**config.mk**
```make
export PLATFORM = sky130hd
export DESIGN_NAME = pgood_gen
export DESIGN_NICKNAME = d
export VERILOG_FILES = /design/src/rtl/pgood_pkg.sv /design/src/rtl/pgood_rail_filter.sv /design/src/rtl/pgood_fault_latch.sv /design/src/rtl/pgood_out_stage.sv /design/src/rtl/pgood_gen.sv
export SDC_FILE = /design/constraint.sdc
export NUM_CORES = 1
export LEC_CHECK = 0
export ABC_AREA = 1
export BUFFER_PORTS_ARGS = -buffer_cell sky130_fd_sc_hd__buf_2
export CAP_MARGIN = 20
export CORE_UTILIZATION = 61
export DETAILED_ROUTE_END_ITERATION = 7
export GPL_TIMING_DRIVEN = 0
export PLACE_DENSITY_LB_ADDON = 0.3
export SETUP_SLACK_MARGIN = 0.4
export SYNTH_ARGS = -nofsm -noshare
export SYNTH_HDL_FRONTEND = slang
export SYNTH_SLANG_ARGS = --single-unit
```
**constraint.sdc**
```tcl
create_clock -name clk -period 1.9 [get_ports clk]
set_input_delay 0.095 -clock clk [delete_from_list [all_inputs] [get_ports clk]]
set_output_delay 0.095 -clock clk [all_outputs]
set_load 0.005 [all_outputs]
```
**src/rtl/pgood_pkg.sv**
```systemverilog
package pgood_pkg;
  localparam int CFG_W       = 6;
  localparam int CFG_INVERT  = 0;
  localparam int CFG_OPEN_DR = 1;
  localparam int CFG_WINDOW  = 2;
  localparam int CFG_LATCHED = 3;
  localparam int CFG_LONGSET = 4;
  localparam int CFG_MERGE   = 5;

  typedef struct packed {
    logic merge_irq;
    logic long_set;
    logic latched;
    logic window;
    logic open_drain;
    logic invert;
  } pg_cfg_t;

  function automatic pg_cfg_t decode_cfg(input logic [CFG_W-1:0] w);
    pg_cfg_t c;
    c.invert     = w[CFG_INVERT];
    c.open_drain = w[CFG_OPEN_DR];
    c.window     = w[CFG_WINDOW];
    c.latched    = w[CFG_LATCHED];
    c.long_set   = w[CFG_LONGSET];
    c.merge_irq  = w[CFG_MERGE];
    return c;
  endfunction

  // Disabled rails read as valid; OV counts only inside window mode.
  function automatic logic rail_raw_ok(input logic en, input logic uv,
                                       input logic ov, input logic window);
    return !en || (!uv && !(window && ov));
  endfunction
endpackage

```
**src/rtl/pgood_rail_filter.sv**
```systemverilog
module pgood_rail_filter
  import pgood_pkg::*;
#(
  parameter int SHORT_US = 8,
  parameter int LONG_US  = 11000
) (
  input  logic clk,
  input  logic rst_n,
  input  logic tick,
  input  logic en,
  input  logic uv,
  input  logic ov,
  input  logic window,
  input  logic long_set,
  output logic good_q,
  output logic fall_evt
);
  localparam int MAX_US = (LONG_US > SHORT_US) ? LONG_US : SHORT_US;
  localparam int CNT_W  = $clog2(MAX_US + 1);
  localparam logic [CNT_W-1:0] SHORT_LAST = CNT_W'(SHORT_US - 1);
  localparam logic [CNT_W-1:0] LONG_LAST  = CNT_W'(LONG_US - 1);

  logic             raw_ok;
  logic             differs;
  logic [CNT_W-1:0] cnt_q;
  logic [CNT_W-1:0] last;
  logic             flip;

  assign raw_ok  = rail_raw_ok(en, uv, ov, window);
  assign differs = (raw_ok != good_q);

  // falling edge always uses the short filter
  always_comb begin
    if (good_q) last = SHORT_LAST;
    else        last = long_set ? LONG_LAST : SHORT_LAST;
  end

  assign flip     = differs && tick && (cnt_q == last);
  assign fall_evt = flip && good_q;

  always_ff @(posedge clk or negedge rst_n) begin
    if (!rst_n) begin
      cnt_q  <= '0;
      good_q <= 1'b0;
    end else if (!differs) begin
      cnt_q  <= '0;
    end else if (tick) begin
      if (flip) begin
        cnt_q  <= '0;
        good_q <= ~good_q;
      end else begin
        cnt_q  <= cnt_q + 1'b1;
      end
    end
  end


  rise_needs_valid_chk: assert property (@(posedge clk) disable iff (!rst_n)
    $rose(good_q) |-> $past(raw_ok && tick));

  fall_needs_invalid_chk: assert property (@(posedge clk) disable iff (!rst_n)
    $fell(good_q) |-> $past(!raw_ok && tick));

  restart_on_agree_chk: assert property (@(posedge clk) disable iff (!rst_n)
    (raw_ok == good_q) |=> (cnt_q == '0));
endmodule

```
**src/rtl/pgood_fault_latch.sv**
```systemverilog
module pgood_fault_latch (
  input  logic clk,
  input  logic rst_n,
  input  logic fall_evt,
  input  logic good,
  input  logic clr,
  output logic fault_q
);
  always_ff @(posedge clk or negedge rst_n) begin
    if (!rst_n)                fault_q <= 1'b1;
    else if (fall_evt)         fault_q <= 1'b1;
    else if (clr && good)      fault_q <= 1'b0;
  end


  fall_sets_fault_chk: assert property (@(posedge clk) disable iff (!rst_n)
    fall_evt |=> fault_q);

  clear_only_valid_chk: assert property (@(posedge clk) disable iff (!rst_n)
    $fell(fault_q) |-> $past(clr && good));
endmodule

```
**src/rtl/pgood_out_stage.sv**
```systemverilog
module pgood_out_stage
  import pgood_pkg::*;
#(
  parameter int N_RAILS = 4
) (
  input  logic               clk,
  input  logic               rst_n,
  input  pg_cfg_t            cfg,
  input  logic [N_RAILS-1:0] en,
  input  logic [N_RAILS-1:0] good,
  input  logic [N_RAILS-1:0] fault,
  input  logic               irq_in_n,
  output logic               pg_out,
  output logic               pg_oe,
  output logic               irq_out_n
);
  logic all_live, all_clean, level, rail0_pg;
  logic pg_d, oe_d, irq_d;

  assign all_live  = &(~en | good);
  assign all_clean = &(~en | ~fault);
  assign level     = (cfg.latched ? all_clean : all_live) ^ cfg.invert;
  assign rail0_pg  = !en[0] || good[0];

  always_comb begin
    if (cfg.open_drain) begin
      pg_d = 1'b0;
      oe_d = ~level;
    end else begin
      pg_d = level;
      oe_d = 1'b1;
    end
    irq_d = irq_in_n && (!cfg.merge_irq || rail0_pg);
  end

  always_ff @(posedge clk or negedge rst_n) begin
    if (!rst_n) begin
      pg_out    <= 1'b0;
      pg_oe     <= 1'b0;
      irq_out_n <= 1'b1;
    end else begin
      pg_out    <= pg_d;
      pg_oe     <= oe_d;
      irq_out_n <= irq_d;
    end
  end


  od_drives_low_only_chk: assert property (@(posedge clk) disable iff (!rst_n)
    ($past(rst_n) && $past(cfg.open_drain)) |-> !pg_out);

  irq_forced_low_chk: assert property (@(posedge clk) disable iff (!rst_n)
    ($past(rst_n) && !$past(irq_in_n)) |-> !irq_out_n);

  irq_pass_chk: assert property (@(posedge clk) disable iff (!rst_n)
    ($past(rst_n) && !$past(cfg.merge_irq)) |-> (irq_out_n == $past(irq_in_n)));
endmodule

```
**src/rtl/pgood_gen.sv**
```systemverilog
module pgood_gen
  import pgood_pkg::*;
#(
  parameter int N_RAILS  = 4,
  parameter int SHORT_US = 8,
  parameter int LONG_US  = 11000
) (
  input  logic               clk,
  input  logic               rst_n,
  input  logic               us_tick,
  input  logic [CFG_W-1:0]   cfg_word,
  input  logic [N_RAILS-1:0] rail_uv,
  input  logic [N_RAILS-1:0] rail_ov,
  input  logic [N_RAILS-1:0] rail_en,
  input  logic [N_RAILS-1:0] flt_clr,
  input  logic               irq_in_n,
  output logic               pg_out,
  output logic               pg_oe,
  output logic               irq_out_n,
  output logic [N_RAILS-1:0] rail_fault
);
  pg_cfg_t            cfg;
  logic [N_RAILS-1:0] good;
  logic [N_RAILS-1:0] fall;

  assign cfg = decode_cfg(cfg_word);

  for (genvar i = 0; i < N_RAILS; i++) begin : g_rail
    pgood_rail_filter #(.SHORT_US(SHORT_US), .LONG_US(LONG_US)) u_filt (
      .clk      (clk),
      .rst_n    (rst_n),
      .tick     (us_tick),
      .en       (rail_en[i]),
      .uv       (rail_uv[i]),
      .ov       (rail_ov[i]),
      .window   (cfg.window),
      .long_set (cfg.long_set),
      .good_q   (good[i]),
      .fall_evt (fall[i])
    );
    pgood_fault_latch u_flt (
      .clk      (clk),
      .rst_n    (rst_n),
      .fall_evt (fall[i]),
      .good     (good[i]),
      .clr      (flt_clr[i]),
      .fault_q  (rail_fault[i])
    );
  end

  pgood_out_stage #(.N_RAILS(N_RAILS)) u_out (
    .clk       (clk),
    .rst_n     (rst_n),
    .cfg       (cfg),
    .en        (rail_en),
    .good      (good),
    .fault     (rail_fault),
    .irq_in_n  (irq_in_n),
    .pg_out    (pg_out),
    .pg_oe     (pg_oe),
    .irq_out_n (irq_out_n)
  );


  disabled_rail_no_fall_chk: assert property (@(posedge clk) disable iff (!rst_n)
    (fall & ~rail_en) == '0);
endmodule

```
; ---- Word-level counts from Yosys, hierarchy flattened
; Index checks and enable logic that the tools add are counted.
[totals]
reg_bits = 67
in_bits = 26
word_cells = 123
[classes]
addsub = 4
n_eq_ne = 12
muxes = 28
bitwise = 10
n_reduce_logical = 54
[ops]
columns = cell, n
row1 = 14-bit 2-to-1 mux, 17
row2 = "14-bit by 1-bit adder with 14-bit output, second input constant", 4
row3 = 14-bit == test, 4
row4 = 1-bit logical AND, 25
row5 = 1-bit logical NOT, 13
row6 = 3-bit AND reduction, 4
row7 = 1-bit 2-to-1 mux, 11
row8 = "2-bit != test, second input constant", 4
row9 = 4-bit NOT, 2
row10 = 4-bit bitwise OR, 2
row11 = 4-bit AND reduction, 2
row12 = 2-bit nonzero test, 4
row13 = 1-bit logical OR, 6
row14 = 1-bit NOT, 5
row15 = 1-bit != test, 4
row16 = 1-bit XOR, 1

; ---- Depth between registers and ports, before layout
; Gate-level depths: netlist of run 1.
[logic_depth]
word_depth = 10
ltp_mapped = 11

; ---- Hierarchy
; A second synthesis of run 1 with hierarchy kept.
[hier_totals]
cells_unflattened = 591
area_unflattened_um2 = 4473.0
[by_module_without_submodules]
columns = mod, instances, cells_per_inst, area_per_inst_um2
row1 = pgood_rail_filter at g_rail[1].u_filt ..., 3, 133, 1042.2
row2 = pgood_rail_filter at g_rail[0].u_filt, 1, 141, 983.4
row3 = pgood_out_stage, 1, 31, 197.7
row4 = pgood_fault_latch, 4, 5, 41.3

; ---- Least setup slack after synthesis of run 1
; Ideal clock, no wire load.
[synth_timing]
kind = register to register
from = reg g_rail[0].u_filt.cnt_q[0]
to = reg g_rail[0].u_filt.cnt_q[12]
setup_ns = 0.121
arrival_time_ns = 1.255
slack_ns = 0.524
stages_incl_launch_ff = 8
synth_period_minus_slack_ns = 1.376
cell_sequence = dfrtp_1 -> ha_1 -> nand2_1 -> nor2_2 -> nand2_1 -> nor2_1 -> xor2_1 -> o21ai_2
[synth_between]
elab_chain_len = 5
elab_cells_between_ends = 6
[synth_lines]
columns = item, line
row1 = start: declaration, pgood_rail_filter.sv:25  ; logic [CNT_W-1:0] cnt_q;
row2 = start signal: assignment, pgood_rail_filter.sv:52  ; cnt_q <= cnt_q + 1'b1;
row3 = branches (longest 2 deep; another with 14-bit by 1-bit adder with 14-bit output), --
row4 = 14-bit 2-to-1 mux *, pgood_rail_filter.sv:48  ; if (flip) begin
row5 = 14-bit 2-to-1 mux *, pgood_rail_filter.sv:47  ; end else if (tick) begin
row6 = 14-bit 2-to-1 mux *, pgood_rail_filter.sv:45  ; end else if (!differs) begin
; Every way passes the cells marked *. The select of a mux whose other input is x is not followed.
; A chain may end at the register's enable or synchronous reset.

; ---- Worst setup path after layout of run 1
[layout_timing]
from = reg g_rail[0].u_filt.cnt_q[3]
to = reg g_rail[0].u_filt.cnt_q[11]
; The elaborated chain is that of the path after synthesis.

==> results.cfg, run 1 <==
[worst_setup_path]
worst_setup_path_end_kind = flop
reg2regPathDepth = 9
cp_cell_sequence = nor2_1 > nand3_1 > nor2_2 > nand2_1 > inv_2 > nand2_4 > nand2_4 > clkbuf_16 > o21ai_2
start_kind = flop
crit_top_cell = nand2_4
worst_path_max_delay_cell = dfrtp_1
worstSetupPathType = reg -> reg
crit_start = g_rail[0].u_filt.cnt_q[3]
cp_max_fo = 5
reg2reg_to = g_rail[0].u_filt.cnt_q[11]
endpoint = g_rail[0].u_filt.cnt_q[11]
cp.arrival_ns = 1.78
crit_required_ns = 2.15
r2r_setup_slack_ns = 0.37
timing.rr.start = g_rail[0].u_filt.cnt_q[3]
slowest_delay_ns = 0.44

[clocking]
clk_pin_slew_ns = 0.08
cts_buffer_depth = 2
cts_tree = yes
insertion_delay_ns = 0.36
clock-root-buffer = clkbuf_8
h-tree-depth = 3
cts_buffers = 9
cts.sinks = 67

[sta]
setup_viol = 0
tns_ns = 0
skew_ns = 0.00913
fmax_mhz = 654
whs_ns = 0.172
tightest_slew_ns = 0.828
slew_viol_final = 0
layout_min_cycle_time_ns = 1.53
max_slew_margin = 0.448
rsz0062_at_grt = true
fin_crit_sh = 0.805
timing_hold_violations_final = 0

[placement]
place_congestion = 0.878
io_buffers = 32
placed_cell_area_um2 = 4650
hpwl_mm = 6.76
place_inst = 717

[pwr]
leakagePower_nw = 2.41
vdd_ir_drop_max_mv = 0.490
power.density_nw_per_um2 = 546

[detailed_routing]
drtAntennaViolNets = 0
first_iter_violations = 219
avgRoutedWirePerCell_um = 13.7
drt-pass1-iter-count = 5
drc_errors = 0
vias = 4157
wl_mm = 10.6
vias_per_cell = 5.38

[global_route]
grt_max_degree = 68
antenna_found_initial = 0
grt_usage = 0.282
grt_pass1_wl_mm = 16.6
overflow = 0
grt_pass1_vias = 3853

[die]
initial_core_util = 0.635
die_y_um = 86.6
dieArea_um2 = 7490
coreArea_um2 = 6870
pin_count = 33
die_w_um = 86.6
row_count = 30

[synth]
postSynthAreaPerCell_um2 = 7.41
yosys.area.top_type = dfrtp_1
synth_seq_area_share = 0.386
yosysWarnings = 0
synth_cell_types = 27
netlist_area_um2 = 4360
synth_seq_cells = 67
synth.area.top_cells = dfrtp_1 (36%), nand2_1 (19%), o21ai_2 (8.2%), nor2_1 (5.2%), nand3_1 (4.6%)
async_reset_ff_frac = 1.00
syn_nets = 619
syn_inst = 589
synth_edf_count = 0
yosys_most_used_dff = dfrtp_1
synth_top_area_frac = 0.356

[finish]
layoutNonFillerInstCount = 772
nets = 701
stdcell_area_um2 = 5380
fillers = 454
drive_gt1_frac = 0.318
diodes = 0
mostFrequentLayoutCell = nand2_1
syn2layout_area_growth_pct = 23.3
final_cell_mix = nand2_1 (204), dfrtp_1 (52), nor2_1 (48)
final_util = 0.783

[run_status]
status = completed

[hold_path]
hp-class = in -> reg

[flow_run]
drv_cap = 0
## synth_stat cells, types with 3 or more instances
cell,number
buf_4,9
buf_6,5
dfrtp_1,62
dfstp_2,5
ha_1,4
inv_1,43
nand2_1,216
nand2_2,9
nand3_1,40
nand4_1,12
nor2_1,60
nor2_2,11
nor2_4,7
nor3_1,5
o21ai_0,12
o21ai_1,3
o21ai_2,41
xnor2_1,14
xor2_1,20
## worst max-delay path, delay by kind of cell (launching register included)
family / cells / cell delay (ns)
flip-flops: 1 / 0.44
buffers and inverters: 2 / 0.24
AND/OR/NAND/NOR: 6 / 0.70
AO/OA/AOI/OAI: 1 / 0.05
## timing repair
action | 4_1_cts | 5_1_grt
resized for setup | 11 | 56
pin swaps | 1 | 21
cloned | 0 | 1
buffers inserted | 4 | 25
hold endpoints to repair | 69 | 0
hold buffers | 9 | 0
setup endpoints to repair | 23 | 50
## power by group
group / switching (mW) / internal (mW) / total (mW) / leakage (nW)
clock network: 0.613 / 0.639 / 1.25 / 0.0905
registers: 0.00972 / 1.44 / 1.45 / 0.873
logic: 0.145 / 0.0949 / 0.240 / 1.44
total: 0.768 / 2.17 / 2.94 / 2.41
## flip-flops by register name, summed over array words and instances (netlist names)
register and flops:
g_rail.u_filt.good_q 4, g_rail.u_filt.cnt_q 56, u_out.pg_oe 1, u_out.pg_out 1, u_out.irq_out_n 1, g_rail.u_flt.fault_q 4
## metal layers
metal / GRT usage / vias to the layer above / part of all wire / wire length (um)
li1: - / 2038 / - / -
met1: 0.373 / 1955 / 0.43 / 4530
met2: 0.472 / 140 / 0.50 / 5280
met3: 0.0495 / 24 / 0.051 / 543
met4: 0.0894 / 0 / 0.020 / 206
met5: 0 / - / 0 / 0
## through the flow
step           setup slack [ns]  power [mW]
2_1_floorplan             0.524        1.57
3_3_place_gp              0.392        1.66
3_5_place_dp              0.326        1.66
4_1_cts                   0.409        2.91
5_1_grt                   0.261        3.02
6_report                  0.370        2.94
## logic make-up (layout without fill, tap and decap cells)
kind of cell    count (synthesis)  after routing  synth area share
simple gates                  363            363             0.359
flops                          67             67             0.386
buf+inv                        61            148            0.0694
compound gates                 60             60             0.106
xor+xnor                       34             34            0.0683
fa+ha+maj                       4              4            0.0115
## cell type report
cell class / count / area, um2 / area share
inverters: 45 / 169 / 0.0314
well taps: 96 / 120 / 0.0223
clock inverters: 6 / 65.1 / 0.0121
flip-flops and latches: 67 / 1700 / 0.315
multi-input cells: 461 / 2540 / 0.472
clock buffers: 10 / 138 / 0.0256
repair buffers: 71 / 499 / 0.0928
plain buffers: 16 / 156 / 0.0291
## how the worst min path moves through the flow
stage,startpoint,endpoint,slack (ns),depth (start not counted)
after floorplan,rst_n,g_rail[0].u_filt.cnt_q[0],-0.20,0
after global placement,cfg_word[1],u_out.pg_out,0.26,2
after detailed placement,rst_n,g_rail[2].u_filt.cnt_q[8],0.26,1
after CTS,us_tick,g_rail[0].u_filt.cnt_q[10],0.15,4
after global routing,us_tick,g_rail[2].u_filt.cnt_q[4],0.20,4
final,us_tick,g_rail[0].u_filt.cnt_q[10],0.17,4
Power figures use the tool's default switching activity.
==> run 2: changes to the inputs <==
--- a/config.mk
+++ b/config.mk
@@ -5,10 +5,10 @@
 export SDC_FILE = /design/constraint.sdc
 export NUM_CORES = 1
 export LEC_CHECK = 0
-export ABC_AREA = 1
+export ABC_AREA = 0
 export BUFFER_PORTS_ARGS = -buffer_cell sky130_fd_sc_hd__buf_2
 export CAP_MARGIN = 20
-export CORE_UTILIZATION = 61
+export CORE_UTILIZATION = 54
 export DETAILED_ROUTE_END_ITERATION = 7
 export GPL_TIMING_DRIVEN = 0
 export PLACE_DENSITY_LB_ADDON = 0.3
==> constraint.sdc (replaced) <==
create_clock -name clk -period 1.35 [get_ports clk]
set_input_delay 0.0675 -clock clk [delete_from_list [all_inputs] [get_ports clk]]
set_output_delay 0.0675 -clock clk [all_outputs]
set_load 0.005 [all_outputs]
==> results.cfg, run 2 <==
[run_status]
status = complete, but fails checks
violations = hold timing, setup timing

[synth]
synth_top_area_frac = 0.405
yosysWarnings = 0
netlist_area_um2 = 3830
synth_edf_count = 0
synth_xor_area_frac = 0.0525
yosys.area.top_type = dfrtp_1
synth_seq_cells = 67
synthMuxAreaShare = 0.00555
synthSimpleGateAreaFrac = 0.274
synth_seq_area_share = 0.439
yosys_most_used_dff = dfrtp_1
synth_cell_types = 53
syn_nets = 455
synthMostInstantiatedCell = dfrtp_1
syn_inst = 425
async_reset_ff_frac = 1.00
synth_top_family_by_area = simple AND/OR/NAND/NOR gates
synth_compound_area_frac = 0.179
yosys.area_share.adder = 0.0131
synth_common_cells = dfrtp_1 (62), nand2_1 (47), nand3_1 (38)
synth.area.top_cells = dfrtp_1 (40%), nand3_1 (5.0%), nand2_1 (4.6%), dfstp_2 (3.4%), xor2_1 (3.0%)
postSynthAreaPerCell_um2 = 9.02

[finish]
regMostFlops = g_rail.u_filt.cnt_q
final_cell_mix = buf_4 (58), nand2_1 (43), dfrtp_1 (34)
nets = 573
largest_reg_flops = 56
diodes = 0
mostFrequentLayoutCell = buf_4
drive_gt1_frac = 0.480
top_regs = g_rail.u_filt.cnt_q: 56 flops, g_rail.u_filt.good_q: 4 flops, g_rail.u_flt.fault_q: 4 flops
stdcell_area_um2 = 5780
syn2layout_area_growth_pct = 50.8
fillers = 333

[worst_setup_path]
reg2reg_to = g_rail[3].u_filt.cnt_q[6]
worst_setup_path_end_kind = flop
path_buf_inv = 1
start_kind = flop
r2r_setup_slack_ns = -0.45
crit_required_ns = 1.59
cp_max_fo = 7
slowest_delay_ns = 0.46
reg2regPathDepth = 6
cp.arrival_ns = 2.04
crit_family = simple AND/OR/NAND/NOR gates
worst_path_max_delay_cell = dfrtp_2
worstSetupPathType = reg -> reg
cp_cell_sequence = nand4_1 > or3_4 > a21oi_4 > buf_6 > nor3_4 > a221o_1
timing.rr.start = g_rail[3].u_filt.cnt_q[9]

[sta]
fin_crit_sh = 1.33
tightest_slew_ns = 0.837
whs_ns = -0.172
rsz0062_at_grt = true
tns_ns = -18.81
layout_min_cycle_time_ns = 1.80
skew_ns = 0.00822
setup_viol = 63
max_slew_margin = 0.442
slew_viol_final = 0
timing_hold_violations_final = 62
final.setup.worst_slack_ns = -0.445
fmax_mhz = 557

[detailed_routing]
first_iter_violations = 301
avgRoutedWirePerCell_um = 20.3
vias = 4172
drt-pass1-iter-count = 5
wl_mm = 13.0
vias_per_cell = 6.48
drtAntennaViolNets = 0
drc_errors = 0

[die]
coreArea_um2 = 6830
die_y_um = 86.3
die_w_um = 86.3
row_count = 30
dieArea_um2 = 7440
pin_count = 33
initial_core_util = 0.561

[flow_run]
drv_cap = 0

[clocking]
cts.sinks = 67
cts_tree = yes
insertion_delay_ns = 0.36
clock-root-buffer = clkbuf_8
cts_buffers = 9
cts_buffer_depth = 2
h-tree-depth = 3
postCtsHoldBufs = 5
clk_pin_slew_ns = 0.08

[global_route]
antenna_found_initial = 0
grt_pass1_wl_mm = 18.2
grt_pass1_vias = 3726
grt_usage = 0.319
grt_max_degree = 68
overflow = 0

[placement]
placed_cell_area_um2 = 4360
place_congestion = 0.882
hpwl_mm = 6.33
io_buffers = 31
dp_slack_ns = -0.500

[pwr]
vdd_ir_drop_max_mv = 0.749
total_power_mw = 5.73
power.density_nw_per_um2 = 991
leakagePower_nw = 2.43

[hold_path]
hp-class = in -> async
[run 2: cell types whose count changed in the layout (fill, tap and decap cells not counted), moves of 18 or more]
cell     change
nand2_1    -161
o21ai_2     -41
nor2_1      -34
inv_1       -31
buf_6       +25
buf_4       +20
dfrtp_1     -18
dfrtp_2     +18
[run 2: logic make-up (layout without fill, tap and decap cells)]
family / Yosys count / count (layout)
adder cells (fa/ha/maj): 4 / 4
buffers and inverters: 29 / 151
flip-flops: 67 / 67
AO/OA/AOI/OAI: 97 / 97
AND/OR/NAND/NOR: 203 / 204
XOR/XNOR: 23 / 23
multiplexers: 2 / 2
[run 2: worst max path at each step]
stage / startpoint / endpoint / slack, ns / cells after the start
after global routing: g_rail[3].u_filt.cnt_q[9] / g_rail[3].u_filt.cnt_q[6] / -0.50 / 6
after global placement: g_rail[3].u_filt.good_q / g_rail[3].u_filt.cnt_q[5] / -0.48 / 6
after CTS: g_rail[0].u_filt.good_q / g_rail[0].u_filt.cnt_q[5] / -0.37 / 6
final: g_rail[3].u_filt.cnt_q[9] / g_rail[3].u_filt.cnt_q[6] / -0.45 / 6
after detailed placement: g_rail[3].u_filt.good_q / g_rail[3].u_filt.cnt_q[5] / -0.50 / 6
after floorplan: g_rail[0].u_filt.good_q / g_rail[0].u_filt.cnt_q[5] / -0.30 / 6
[run 2: metrics by stage]
step | std cells | util
6_report | 644 | 0.847
5_1_grt | 644 | 0.847
4_1_cts | 617 | 0.773
3_5_place_dp | 552 | 0.638
3_3_place_gp | 552 | 0.638
2_1_floorplan | 425 | -
[run 2: layout make-up]
cell class	instances	area, um2	share of cell area
Multi-Input combinational cell	330	2730	0.472
Sequential cell	67	1720	0.297
Timing Repair Buffer	106	826	0.143
Buffer	20	190	0.0329
Clock buffer	14	153	0.0264
Tap cell	96	120	0.0208
Inverter	9	36.3	0.00627
Clock inverter	2	12.5	0.00216
[run 2: power breakdown]
part | switching, mW | internal [mW] | leakage [nW]
clock network | 0.776 | 0.718 | 0.0807
logic | 0.864 | 0.818 | 1.50
registers | 0.326 | 2.23 | 0.853
total | 1.97 | 3.76 | 2.43
[run 2: per-layer routing]
metal,vias up,GRT usage,share of wire
met5,-,0,0
li1,1843,-,-
met1,2060,0.407,0.39
met3,39,0.0686,0.079
met2,230,0.534,0.50
met4,0,0.121,0.027
[run 2: repair_timing]
item,4_1_cts,5_1_grt
gates cloned,5,1
resized for setup,90,77
setup buffers,39,26
endpoints found under the setup margin,71,72
hold endpoints to repair,66,62
pin swaps,45,31
==> run 3: changes to the inputs <==
--- a/config.mk
+++ b/config.mk
@@ -8,11 +8,13 @@
 export ABC_AREA = 0
 export BUFFER_PORTS_ARGS = -buffer_cell sky130_fd_sc_hd__buf_2
 export CAP_MARGIN = 20
-export CORE_UTILIZATION = 54
+export CORE_UTILIZATION = 60
 export DETAILED_ROUTE_END_ITERATION = 7
 export GPL_TIMING_DRIVEN = 0
 export PLACE_DENSITY_LB_ADDON = 0.3
 export SETUP_SLACK_MARGIN = 0.4
+export SKIP_CTS_REPAIR_TIMING = 1
+export SKIP_LAST_GASP = 1
 export SYNTH_ARGS = -nofsm -noshare
 export SYNTH_HDL_FRONTEND = slang
 export SYNTH_SLANG_ARGS = --single-unit
==> constraint.sdc (replaced) <==
create_clock -name clk -period 1.8 [get_ports clk]
set_input_delay 0.09 -clock clk [delete_from_list [all_inputs] [get_ports clk]]
set_output_delay 0.09 -clock clk [all_outputs]
set_load 0.005 [all_outputs]
==> results.cfg, run 3 (same netlist as run 2, synthesis figures left out) <==
[run_status]
status = complete, but fails checks
violations = setup timing

[finish]
regMostFlops = g_rail.u_filt.cnt_q
final_cell_mix = nand2_1 (42), buf_4 (39), dfrtp_1 (35)
largest_reg_flops = 56
seq_area_um2 = 1720
mostFrequentLayoutCell = nand2_1
syn2layout_area_growth_pct = 36.1
nets = 541
stdcell_area_um2 = 5220
fillers = 284
drive_gt1_frac = 0.407
multiInputGateArea_um2 = 2520
final_util = 0.866
top_regs = g_rail.u_filt.cnt_q: 56 flops, g_rail.u_filt.good_q: 4 flops, g_rail.u_flt.fault_q: 4 flops
diodes = 0

[pwr]
vdd_ir_drop_max_mv = 0.632
power.density_nw_per_um2 = 847
p_switching_mw = 1.46
p_seq_frac = 0.434
p_comb_frac = 0.253
clockPowerShare = 0.313
switching_share = 0.329
intPower_mw = 2.96
leakagePower_nw = 2.20

[sta]
fmax_mhz = 543
layout_min_cycle_time_ns = 1.84
final.setup.worst_slack_ns = -0.0429
skew_ns = 0.0107
rsz0062_at_grt = true
tightest_slew_ns = 0.857
max_slew_margin = 0.428
timing_hold_violations_final = 0
fin_crit_sh = 1.02
slew_viol_final = 0
setup_viol = 3

[placement]
dp_slack_ns = -0.0389
hpwl_mm = 6.19
io_buffers = 31
placed_cell_area_um2 = 4250
place_congestion = 0.866

[clocking]
h-tree-depth = 3
cts_buffer_depth = 2
cts_tree = yes
clk_pin_slew_ns = 0.08
insertion_delay_ns = 0.35
clock-root-buffer = clkbuf_8
cts_buffers = 9
cts.sinks = 67

[hold_path]
hold_depth = 4
hp-class = in -> reg
min_to = g_rail[3].u_flt.fault_q
worstHoldStart = flt_clr[3]

[detailed_routing]
vias = 4149
avgRoutedWirePerCell_um = 21.3
first_iter_violations = 517
drt-pass1-iter-count = 5
drtAntennaViolNets = 0
drc_errors = 0
wl_mm = 12.6
vias_per_cell = 7.02

[worst_setup_path]
timing.rr.start = g_rail[0].u_filt.cnt_q[11]
crit_required_ns = 2.03
worstSetupPathType = reg -> reg
start_kind = flop
reg2regPathDepth = 6
cp.arrival_ns = 2.08
cp_max_fo = 5
r2r_setup_slack_ns = -0.04
worst_setup_path_end_kind = flop
reg2reg_to = g_rail[0].u_filt.cnt_q[5]

[die]
dieArea_um2 = 6710
die_y_um = 81.9
initial_core_util = 0.636
pin_count = 33
coreArea_um2 = 6030
row_count = 28
die_w_um = 81.9

[global_route]
grt_pass1_vias = 3179
antenna_found_initial = 0
grt_max_degree = 68
grt_pass1_wl_mm = 14.8
grt_usage = 0.290
overflow = 0

[flow_run]
drv_cap = 0
-- run 3: cell count changes in the layout (fill, tap and decap cells not counted), moves of 4 or more --
| cell | previous run | this run |
|---|---|---|
| nand3_1 | 24 | 29 |
| o21ai_2 | 1 | 7 |
| buf_4 | 58 | 39 |
| buf_2 | 27 | 34 |
| o21ai_0 | 10 | 6 |
| buf_6 | 27 | 9 |
-- run 3: final cells by class --
cell class | instances | share of cell area
clock buffer | 11 | 0.0252
tap | 75 | 0.0180
clock inverter | 5 | 0.0149
sequential | 67 | 0.329
multi-input combinational | 331 | 0.484
inverter | 9 | 0.00648
buffer | 20 | 0.0281
timing repair buffer | 73 | 0.0947
-- run 3: power by group through the flow --
stage	registers, mW	clock network [mW]	logic (mW)
2_1_floorplan	1.84	0	0.501
3_3_place_gp	1.88	0	0.664
3_5_place_dp	1.88	0	0.695
4_1_cts	1.86	1.38	0.704
5_1_grt	1.94	1.45	1.19
6_report	1.92	1.39	1.12
-- run 3: layer usage --
metal | vias up | share of wire | GRT usage | wire, um
li1 | 1769 | - | - | -
met4 | 0 | 0.046 | 0.0982 | 583
met2 | 299 | 0.48 | 0.464 | 6040
met1 | 2007 | 0.39 | 0.396 | 4910
met5 | - | 0 | 0 | 0
met3 | 74 | 0.084 | 0.0511 | 1060
-- run 3: worst max path at each step --
stage / start / end / cells past startpoint
floorplan: g_rail[0].u_filt.good_q / g_rail[0].u_filt.cnt_q[5] / 6
global placement: g_rail[3].u_filt.good_q / g_rail[3].u_filt.cnt_q[5] / 6
detailed placement: g_rail[3].u_filt.good_q / g_rail[3].u_filt.cnt_q[5] / 6
CTS: g_rail[3].u_filt.good_q / g_rail[3].u_filt.cnt_q[5] / 6
global route: g_rail[3].u_filt.good_q / g_rail[3].u_filt.cnt_q[5] / 6
finish: g_rail[0].u_filt.cnt_q[11] / g_rail[0].u_filt.cnt_q[5] / 6
-- run 3: metrics by stage --
| stage | total power, mW | cells | hold slack, ns | TNS, ns |
|---|---|---|---|---|
| after detailed placement | 2.58 | 531 | 0.252 | -0.0433 |
| after floorplan | 2.34 | 425 | -0.206 | 0 |
| after CTS | 3.95 | 547 | -0.123 | -0.150 |
| after global placement | 2.54 | 531 | 0.251 | 0 |
| after global routing | 4.57 | 591 | 0.00194 | -0.615 |
| final | 4.42 | 591 | 0.00393 | -0.0606 |
-- run 3: worst max-delay path, cell delays in order (launching register included) --
cell	delay, ns
dfrtp_2	0.46
nor4_1	0.36
nand3_1	0.19
a21oi_4	0.24
buf_6	0.17
nor3_2	0.04
a221o_1	0.26
